==> config.mk <==
export PLATFORM = sky130hd
export DESIGN_NAME = irq_defer_ctrl
export DESIGN_NICKNAME = d
export VERILOG_FILES = /design/src/rtl/irq_defer_pkg.sv /design/src/rtl/irq_flag_bank.sv /design/src/rtl/irq_pick.sv /design/src/rtl/irq_defer_ctrl.sv
export SDC_FILE = /design/constraint.sdc
export NUM_CORES = 1
export LEC_CHECK = 0
export ABC_AREA = 1
export BUFFER_PORTS_ARGS = -buffer_cell sky130_fd_sc_hd__clkbuf_2
export CORE_ASPECT_RATIO = 1.2
export CORE_MARGIN = 2
export CORE_UTILIZATION = 30
export CTS_BUF_LIST = sky130_fd_sc_hd__clkbuf_16
export CTS_CLUSTER_DIAMETER = 30
export DETAILED_ROUTE_END_ITERATION = 7
export GPL_TIMING_DRIVEN = 0
export PLACE_DENSITY = 0.52
export SLEW_MARGIN = 5
export SYNTH_ARGS = -nofsm -noshare
export SYNTH_HDL_FRONTEND = slang
export SYNTH_SLANG_ARGS = --single-unit
==> constraint.sdc <==
create_clock -name clk -period 2.7 [get_ports clk]
set_input_delay 0.405 -clock clk [delete_from_list [all_inputs] [get_ports clk]]
set_output_delay 0.405 -clock clk [all_outputs]
set_load 0.05 [all_outputs]
==> src/rtl/irq_defer_pkg.sv <==
// Shared types and helpers for the interrupt acknowledge deferral controller.
// Assumes class codes arrive as a 3-bit field from the instruction decoder.
package irq_defer_pkg;

    typedef enum logic [2:0] {
        CLS_PLAIN = 3'd0,
        CLS_RSV   = 3'd1,
        CLS_BRK   = 3'd2,
        CLS_EI    = 3'd3,
        CLS_DI    = 3'd4,
        CLS_RET   = 3'd5
    } instr_cls_e;

    typedef enum logic [1:0] {
        ST_IDLE = 2'd0,
        ST_PSW  = 2'd1,
        ST_PC   = 2'd2,
        ST_JMP  = 2'd3
    } ack_state_e;

    // True when the class code opens a one-instruction acceptance hold.
    function automatic logic is_reserve(input logic [2:0] cls);
        return (cls == CLS_RSV) || (cls == CLS_EI) ||
               (cls == CLS_DI)  || (cls == CLS_RET);
    endfunction

endpackage

==> src/rtl/irq_flag_bank.sv <==
// Request flag bank: one sticky flag per maskable source.
// A set event wins over a clear of the same bit in the same cycle.
// Assumes a synchronous active-low reset.
module irq_flag_bank #(
    parameter int NUM_SRC = 8
) (
    input  logic               clk,
    input  logic               rst_n,
    input  logic [NUM_SRC-1:0] set_i,
    input  logic [NUM_SRC-1:0] clr_i,
    output logic [NUM_SRC-1:0] flags_o
);

    generate
        for (genvar g = 0; g < NUM_SRC; g++) begin : g_flag
            // Hold, set or clear one source flag.
            always_ff @(posedge clk) begin
                if (!rst_n)
                    flags_o[g] <= 1'b0;
                else if (set_i[g])
                    flags_o[g] <= 1'b1;
                else if (clr_i[g])
                    flags_o[g] <= 1'b0;
            end
        end
    endgenerate

endmodule

==> src/rtl/irq_pick.sv <==
// Two-level fixed selector: any high-priority eligible source beats every
// low-priority one; inside a level the lowest index wins.
// Purely combinational; assumes eligibility is already qualified.
module irq_pick #(
    parameter int NUM_SRC = 8,
    localparam int IDX_W  = (NUM_SRC > 1) ? $clog2(NUM_SRC) : 1
) (
    input  logic [NUM_SRC-1:0] elig_i,
    input  logic [NUM_SRC-1:0] prio_i,
    output logic               hit_o,
    output logic [IDX_W-1:0]   idx_o
);

    logic [NUM_SRC-1:0] hi_vec;
    logic               hi_hit, lo_hit;
    logic [IDX_W-1:0]   hi_idx, lo_idx;

    assign hi_vec = elig_i & prio_i;

    // Scan downward so the lowest set index is the last one kept.
    always_comb begin
        hi_hit = 1'b0;
        lo_hit = 1'b0;
        hi_idx = '0;
        lo_idx = '0;
        for (int i = NUM_SRC - 1; i >= 0; i--) begin
            if (hi_vec[i]) begin
                hi_hit = 1'b1;
                hi_idx = IDX_W'(i);
            end
            if (elig_i[i]) begin
                lo_hit = 1'b1;
                lo_idx = IDX_W'(i);
            end
        end
    end

    // Merge the two levels.
    assign hit_o = lo_hit;
    assign idx_o = hi_hit ? hi_idx : lo_idx;

endmodule

==> src/rtl/irq_defer_ctrl.sv <==
// Interrupt acknowledge deferral controller (top).
// At each completed instruction, decides whether the pending non-maskable
// request or the best eligible maskable source is accepted, honouring the
// one-instruction hold after reserve-class instructions and the enable drop
// caused by a software break. On acceptance it walks a three-cycle strobe
// sequence: acknowledge + save status, save PC, jump.
// Assumes the core raises instr_done_i only while no sequence is running and
// supplies the class code of the completing instruction in the same cycle.
module irq_defer_ctrl
    import irq_defer_pkg::*;
#(
    parameter int NUM_SRC = 8,
    parameter int VEC_W   = 4,
    parameter int NMI_VEC = 15,
    localparam int IDX_W  = (NUM_SRC > 1) ? $clog2(NUM_SRC) : 1
) (
    input  logic               clk,
    input  logic               rst_n,
    input  logic [NUM_SRC-1:0] req_set_i,
    input  logic [NUM_SRC-1:0] mask_i,
    input  logic [NUM_SRC-1:0] prio_i,
    input  logic               nmi_i,
    input  logic               instr_done_i,
    input  logic [2:0]         instr_class_i,
    output logic               ack_o,
    output logic [VEC_W-1:0]   vector_o,
    output logic               save_psw_o,
    output logic               save_pc_o,
    output logic               jump_o,
    output logic               ie_o,
    output logic [NUM_SRC-1:0] req_flags_o
);

    ack_state_e         state_q, state_d;
    logic               ie_q, ie_d;
    logic               nmi_pend_q;
    logic [VEC_W-1:0]   vec_q;
    logic [NUM_SRC-1:0] flags;
    logic [NUM_SRC-1:0] elig;
    logic [NUM_SRC-1:0] clr_vec;
    logic               ie_eff;
    logic               boundary, held, take, take_nmi, take_msk;
    logic               pick_hit;
    logic [IDX_W-1:0]   pick_idx;

    irq_flag_bank #(.NUM_SRC(NUM_SRC)) u_flags (
        .clk     (clk),
        .rst_n   (rst_n),
        .set_i   (req_set_i),
        .clr_i   (clr_vec),
        .flags_o (flags)
    );

    // A completing break already counts as enable-low for maskable sources.
    assign ie_eff = ie_q && (instr_class_i != CLS_BRK);
    assign elig   = flags & ~mask_i & {NUM_SRC{ie_eff}};

    irq_pick #(.NUM_SRC(NUM_SRC)) u_pick (
        .elig_i (elig),
        .prio_i (prio_i),
        .hit_o  (pick_hit),
        .idx_o  (pick_idx)
    );

    // Acceptance decision at an instruction boundary.
    assign boundary = (state_q == ST_IDLE) && instr_done_i;
    assign held     = is_reserve(instr_class_i);
    assign take     = boundary && !held && (nmi_pend_q || pick_hit);
    assign take_nmi = take && nmi_pend_q;
    assign take_msk = take && !nmi_pend_q;

    // Clear request for the accepted maskable source.
    always_comb begin
        clr_vec = '0;
        if (take_msk)
            clr_vec[pick_idx] = 1'b1;
    end

    // Next value of the global enable flag.
    always_comb begin
        ie_d = ie_q;
        if (take_msk)
            ie_d = 1'b0;
        else if (boundary) begin
            unique case (instr_class_i)
                CLS_EI, CLS_RET: ie_d = 1'b1;
                CLS_DI, CLS_BRK: ie_d = 1'b0;
                default:         ie_d = ie_q;
            endcase
        end
    end

    // Strobe sequence after acceptance.
    always_comb begin
        unique case (state_q)
            ST_IDLE: state_d = take ? ST_PSW : ST_IDLE;
            ST_PSW:  state_d = ST_PC;
            ST_PC:   state_d = ST_JMP;
            default: state_d = ST_IDLE;
        endcase
    end

    // Register state, enable, pending non-maskable request and vector.
    always_ff @(posedge clk) begin
        if (!rst_n) begin
            state_q    <= ST_IDLE;
            ie_q       <= 1'b0;
            nmi_pend_q <= 1'b0;
            vec_q      <= '0;
        end else begin
            state_q    <= state_d;
            ie_q       <= ie_d;
            nmi_pend_q <= nmi_i || (nmi_pend_q && !take_nmi);
            if (take)
                vec_q <= take_nmi ? VEC_W'(NMI_VEC) : VEC_W'(pick_idx);
        end
    end

    // Drive the outputs from registered state.
    assign ack_o       = (state_q == ST_PSW);
    assign save_psw_o  = (state_q == ST_PSW);
    assign save_pc_o   = (state_q == ST_PC);
    assign jump_o      = (state_q == ST_JMP);
    assign vector_o    = vec_q;
    assign ie_o        = ie_q;
    assign req_flags_o = flags;

endmodule

# Yosys cells after proc, flatten, opt, wreduce, memory -nomap -nowiden

Cells that the tools add are included.

Output and inout port bits: 17
Word-level logic and storage cells: 114
Bits in registers: 16
Input port bits: 31

$lt $le $gt $ge: 2
Bitwise operators: 5
Reduce and logical (&&, ||, !) cells: 30
Equal/unequal tests: 9
Multiplexer cells: 56

Operators with widths:

| kind                 | number |
|---|---|
| $mux W3              | 17 |
| $mux W1              | 34 |
| $and A8 B8 Y8        | 3 |
| $reduce_bool A2 Y1   | 9 |
| $logic_and A1 B1 Y1  | 8 |
| $mux W8              | 1 |
| $not A8 Y8           | 1 |
| $eq A3 B2 Y1 const B | 2 |
| $eq A3 B3 Y1 const B | 2 |
| $pmux W2 S3          | 1 |
| $reduce_or A2 Y1     | 3 |
| $logic_or A1 B1 Y1   | 5 |
| $eq A2 B2 Y1 const B | 2 |
| $lt A3 B4 Y1 const B | 1 |
| $mux W4              | 1 |
| $demux W1 S3         | 1 |
| $eq A3 B1 Y1 const B | 1 |
| $ge A3 B1 Y1 const B | 1 |
| $logic_not A1 Y1     | 3 |
| $ne A3 B2 Y1 const B | 1 |
| $eq A2 B1 Y1 const B | 1 |
| $logic_not A2 Y1     | 1 |
| $pmux W1 S2          | 1 |
| $reduce_and A2 Y1    | 1 |
| $not A1 Y1           | 1 |

# Longest topological paths before layout

Depth after elaboration: 20
Mapped depth: 15
Depth with buffers taken out: 15

# Cells and area by module

A second synthesis with hierarchy kept.

Cell total of the unflattened synthesis: 178
Area total of the unflattened synthesis: 1,116.1 µm²

By module, submodules not included:

| module         | cells an instance | times used | area each (µm²) | seq. area each (µm²) |
|---|---|---|---|---|
| irq_defer_ctrl | 90                | 1          | 606.8           | 160.2 |
| irq_flag_bank  | 41                | 1          | 294.0           | 160.2 |
| irq_pick       | 47                | 1          | 215.2           | 0.0 |

# Worst setup path before layout

Ideal clock, no wire load.

Path type: reg2reg
From: register ie_q (netlist: ie_o)
To: register u_flags.flags_o[4]
Path buffers: 2
Arrival: 1.852 ns
Clock period less this slack: 1.989 ns
Required time: 2.562 ns
Stages on the path, launching flop included: 14
Library setup time: 0.138 ns
Setup slack: 0.711 ns
Path through: dfxtp_1 -> buf_4 -> buf_6 -> nand3_1 -> nand2_1 -> nor2_1 -> nand2_1 -> nand2_2 -> nor2_4 -> nand2_1 -> nor2_1 -> nand3_1 -> nand2_1 -> a21oi_2

Cells in the longest elaborated chain, start to end: 18
Elaborated cells on any way between the ends: 46
Classes of those cells: order compare: 2; mux: 36; bitwise: 2; reduce/logical: 6

RTL lines:

| what                                                               | RTL line              | source |
|---|---|---|
| from (decl)                                                        | irq_defer_ctrl.sv:35  | `logic ie_q, ie_d;` |
| from (signal assigned)                                             | irq_defer_ctrl.sv:112 | `ie_q <= ie_d;` |
| $logic_and A1 B1 Y1 *                                              | irq_defer_ctrl.sv:55  | `assign ie_eff = ie_q && (instr_class_i != CLS_BRK);` |
| $and A8 B8 Y8 *                                                    | irq_defer_ctrl.sv:56  | `assign elig = flags & ~mask_i & {NUM_SRC{ie_eff}};` |
| $and A8 B8 Y8                                                      | irq_pick.sv:18        | `assign hi_vec = elig_i & prio_i;` |
| $mux W3 or $mux W1 (tied branches) (8 in series)                   | irq_pick.sv:27        | `if (hi_vec[i]) begin` |
| $mux W3                                                            | irq_pick.sv:40        | `assign idx_o = hi_hit ? hi_idx : lo_idx;` |
| $lt A3 B4 Y1 (not written as such) or $ge A3 B1 Y1 (tied branches) | irq_defer_ctrl.sv:76  | `clr_vec[pick_idx] = 1'b1;` |
| $logic_and A1 B1 Y1 (not written as such)                          | irq_defer_ctrl.sv:76  |  |
| $mux W1 (not written as such)                                      | irq_defer_ctrl.sv:76  |  |
| $demux W1 S3                                                       | irq_defer_ctrl.sv:76  |  |
| $mux W8 *                                                          | irq_defer_ctrl.sv:75  | `if (take_msk)` |
| $reduce_bool A2 Y1 (no source line) *                              | n/a                   |  |
| to (signal, indexed assignment)                                    | irq_flag_bank.sv:19   | `flags_o[g] <= 1'b0;` |
| to (signal, indexed assignment)                                    | irq_flag_bank.sv:21   | `flags_o[g] <= 1'b1;` |
| to (signal, indexed assignment)                                    | irq_flag_bank.sv:23   | `flags_o[g] <= 1'b0;` |
| to (decl)                                                          | irq_flag_bank.sv:11   | `output logic [NUM_SRC-1:0] flags_o` |

Every way passes the cells marked *; elsewhere a longest branch is shown, timed or not.
A chain may end at the register's enable or synchronous reset.

# Worst setup path after layout

From: register u_flags.flags_o[6]
To: register u_flags.flags_o[6]

Cells in the longest elaborated chain, start to end: 17
Elaborated cells on any way between the ends: 42
Classes of those cells: order compare: 2; mux: 32; bitwise: 3; reduce/logical: 5

RTL lines:

| what                                                               | RTL line |
|---|---|
| $and A8 B8 Y8 * (2 in series)                                      | irq_defer_ctrl.sv:56 |
| $and A8 B8 Y8                                                      | irq_pick.sv:18 |
| $mux W3 or $mux W1 (tied branches) (7 in series)                   | irq_pick.sv:27 |
| $mux W3                                                            | irq_pick.sv:40 |
| $lt A3 B4 Y1 (not written as such) or $ge A3 B1 Y1 (tied branches) | irq_defer_ctrl.sv:76 |
| $logic_and A1 B1 Y1 (not written as such)                          | irq_defer_ctrl.sv:76 |
| $mux W1 (not written as such)                                      | irq_defer_ctrl.sv:76 |
| $demux W1 S3                                                       | irq_defer_ctrl.sv:76 |
| $mux W8 *                                                          | irq_defer_ctrl.sv:75 |
| $reduce_bool A2 Y1 (no source line) *                              | n/a |

Marks and branches as above.

==> run metrics <==
switching power=0.2885 mW; Critical Path RT=2810 ps; Vias/cell=4.185; post-CTS resize count=0; Max Slew Vio Count=0; Clock Power Share=0.364; antenna violations before repair=0; critical-path maximum fanout=4; H-tree depth=1; Compound-Gate Fraction of Synth Area=0.1340; Critical R2R Launch=u_flags.flags_o[6]$_SDFFE_PN0P_; Combinational Power Share=0.306; Starting Density=0.3071; Core ar.=4197 um2; XOR/XNOR Fraction of Synth Area=0; Place WS=685.9 ps; Remaining DRCs=0; Buf/Inv on CP=1; Final ANT Viol Nets=0; CP most frequent cell=nand2_1; GRT Overall Usage=0.1304; vias in the first global route=1093; final setup TNS=0 ps; FF-to-FF End=u_flags.flags_o[6]$_SDFFE_PN0P_; Pwr Density=490.3 nW/um2; Top Family by Delay on Critical Path=simple AND/OR/NAND/NOR gates; largest net degree at the start of global routing=11; yosys warns=0; Yosys cell types=29; Post-synth top cells=44 x nand2_1, 37 x inv_1, 23 x nor2_1; type of the tightest min-delay check=in -> reg; syn nets=226; Max Root-Sink Buffers=2; Die W=63.83 um; final count of negative-setup-slack endpoints=0; Tot Pwr=0.8202 mW; status=completed; worst stage delay on the critical path=350 ps; Root Buffer=clkbuf_16; IO Pins=48; multiplexer share of the synthesized area=0; Main synth FF type=dfxtp_1; worst setup margin=822.9 ps; clock-pin slew on the worst setup and hold paths=50 ps; area of the die=4838 um2; first-pass GRT wire length=4767 um; Mapped Cells=191; top cells by area, synth=dfxtp_1 25%, nand2_1 13%, inv_1 11%, nor2_1 6.7%, nand4_2 5.8%; Hold Crit Endpoint=nmi_pend_q$_SDFF_PN0_; layout cells sized above 1=0.3595; switching share of power=0.3518; FF+latch count, synth=16; largest area contributor in the netlist=dfxtp_1; Die H=75.80 um; post-synthesis average cell area=6.747 um2; number of flops mapped to enable cells by yosys=0; Post-Synth Adder-Cell Area=0.03883; simple-gate share of the synthesized area=0.4233; Clock Sinks=16; RD Place Congestion=0.7830; post-DP HPWL=2520 um; CTS tree=done; hold path start=nmi_i; Seq/Total Area, Yosys=0.2485; Util after Layout=0.3986; measured slew at the worst slew-check pin=612.3 ps; TritonCTS buffer count=3; max cap viols=0; num rows=26; ys async rst share=0; Yosys top cell area share=0.2485; maximum VDD drop=0.2077 mV; Post-CTS Hold Fix Bufs=0; final WL=2962 um; Tmin final=1877 ps; total number of vias=1247; Netlist Area Pre-Place=1289 um2; ordered cell list for the critical path=inv_1, nor2_1, nand3_1, nand2_1, nor2_1, nand2_1, nand2_2, nor2_4, nand2_1, nor2_1, nand3_1, nand2_1, a21oi_2; Port Buffers=47; FF-to-FF path depth=13; Startpoint Class=flip-flop; f_max=532.7 MHz; relative max-transition margin=0.5918; grt ovf=0; count leader, synth=nand2_1; initial DRC count=37; Setup crit end kind=flip-flop; Setup CP Type=reg -> reg; Arr. time, crit path=1990 ps; DR pass1 iterations=4; Worst Hold Path Cells=3; setup bufs post-CTS=0; Leak=0.9625 nW; Area Growth Syn to Fin=29.81%; sequential share of power=0.330; Final Hold Vio Count=0; clk_lat worst skew=250 ps; R2R setup slack=820 ps; P_int=0.5317 mW; largest family of logic cells by synthesized area=simple AND/OR/NAND/NOR gates; RSZ-0062 raised after global routing=no; fin crit share=0.6952; WL/cell=9.940 um; Post-layout nets=278; Diodes inserted=0; CP max stage cell=dfxtp_1; clk_skew=1.443 ps
==> cells by family (layout without fill, tap and decap cells) <==
group,Yosys count,in the layout
AOI/OAI and AO/OA,25,25
adders and majority gates,4,4
buffers and inverters,45,96
DFF,16,16
and+or+nand+nor,101,101
==> worst max path at each step <==
stage | startpoint | endpoint | cells after the start
floorplan | ie_o$_SDFFE_PP0P_ | u_flags.flags_o[4]$_SDFFE_PN0P_ | 13
global placement | mask_i[4] | u_flags.flags_o[6]$_SDFFE_PN0P_ | 13
detailed placement | mask_i[6] | u_flags.flags_o[6]$_SDFFE_PN0P_ | 13
CTS | u_flags.flags_o[6]$_SDFFE_PN0P_ | u_flags.flags_o[6]$_SDFFE_PN0P_ | 13
global route | u_flags.flags_o[4]$_SDFFE_PN0P_ | u_flags.flags_o[0]$_SDFFE_PN0P_ | 13
finish | u_flags.flags_o[6]$_SDFFE_PN0P_ | u_flags.flags_o[6]$_SDFFE_PN0P_ | 13
==> worst reg2reg max path, cell delays in order (launching register included) <==
cell	delay (ps)
dfxtp_1	350
inv_1	50
nor2_1	310
nand3_1	120
nand2_1	110
nor2_1	50
nand2_1	70
nand2_2	90
nor2_4	130
nand2_1	80
nor2_1	160
nand3_1	90
nand2_1	80
a21oi_2	50
==> power groups by stage <==
stage                     combinational (mW)  clock, mW  sequential (mW)
after floorplan                        0.137          0            0.328
after global placement                 0.255          0            0.276
after detailed placement               0.254          0            0.276
after CTS                              0.255      0.305            0.271
after global routing                   0.278      0.314            0.273
final                                  0.251      0.298            0.270
==> state kept, by name, summed over array words and instances, names as in the netlist <==
register,count
u_flags.flags_o,8
vector_o,4
state_q,2
ie_o,1
nmi_pend_q,1
==> placed cells by master (no fill, tap or decap) <==
| master | n |
|---|---|
| a21oi_1 | 7 |
| a21oi_2 | 8 |
| a31oi_1 | 1 |
| buf_1 | 1 |
| buf_12 | 1 |
| buf_4 | 2 |
| buf_6 | 1 |
| clkbuf_16 | 3 |
| clkbuf_2 | 47 |
| clkinv_1 | 1 |
| dfxtp_1 | 16 |
| ha_1 | 4 |
| inv_1 | 37 |
| inv_2 | 3 |
| nand2_1 | 44 |
| nand2_2 | 7 |
| nand2_4 | 2 |
| nand3_1 | 12 |
| nand3_4 | 1 |
| nand4_1 | 1 |
| nand4_2 | 6 |
| nand4_4 | 1 |
| nor2_1 | 23 |
| nor2_4 | 2 |
| nor2_8 | 1 |
| nor3_1 | 1 |
| o211ai_1 | 1 |
| o21ai_0 | 2 |
| o21ai_1 | 2 |
| o21ai_2 | 2 |
| o21bai_1 | 1 |
| o221ai_1 | 1 |
==> final cells by class <==
type	instances	area (um2)
repair buffers	47	235.2
clock buffers	3	75.07
clock inverters	1	3.754
multi-input cells	130	768.2
flip-flops and latches	16	320.3
plain buffers	5	50.05
inverters	40	150.1
fillers	472	2524
well taps	56	70.07
==> stage by stage <==
step,area [um2],hold WS (ps),std cells
3_5_place_dp,1594,469.1,294
4_1_cts,1673,363.1,298
5_1_grt,1673,382.4,298
2_1_floorplan,1289,498.5,191
6_report,1673,361.3,298
3_3_place_gp,1594,459.7,294
==> routing by layer <==
layer / up-vias / part of all wire / GRT usage
met5: - / 0 / 0
met4: 0 / 0.028 / 0.08696
met3: 5 / 0.044 / 0.02216
met2: 29 / 0.46 / 0.2025
met1: 514 / 0.47 / 0.1677
li1: 699 / - / -
Power figures use the tool's default switching activity.
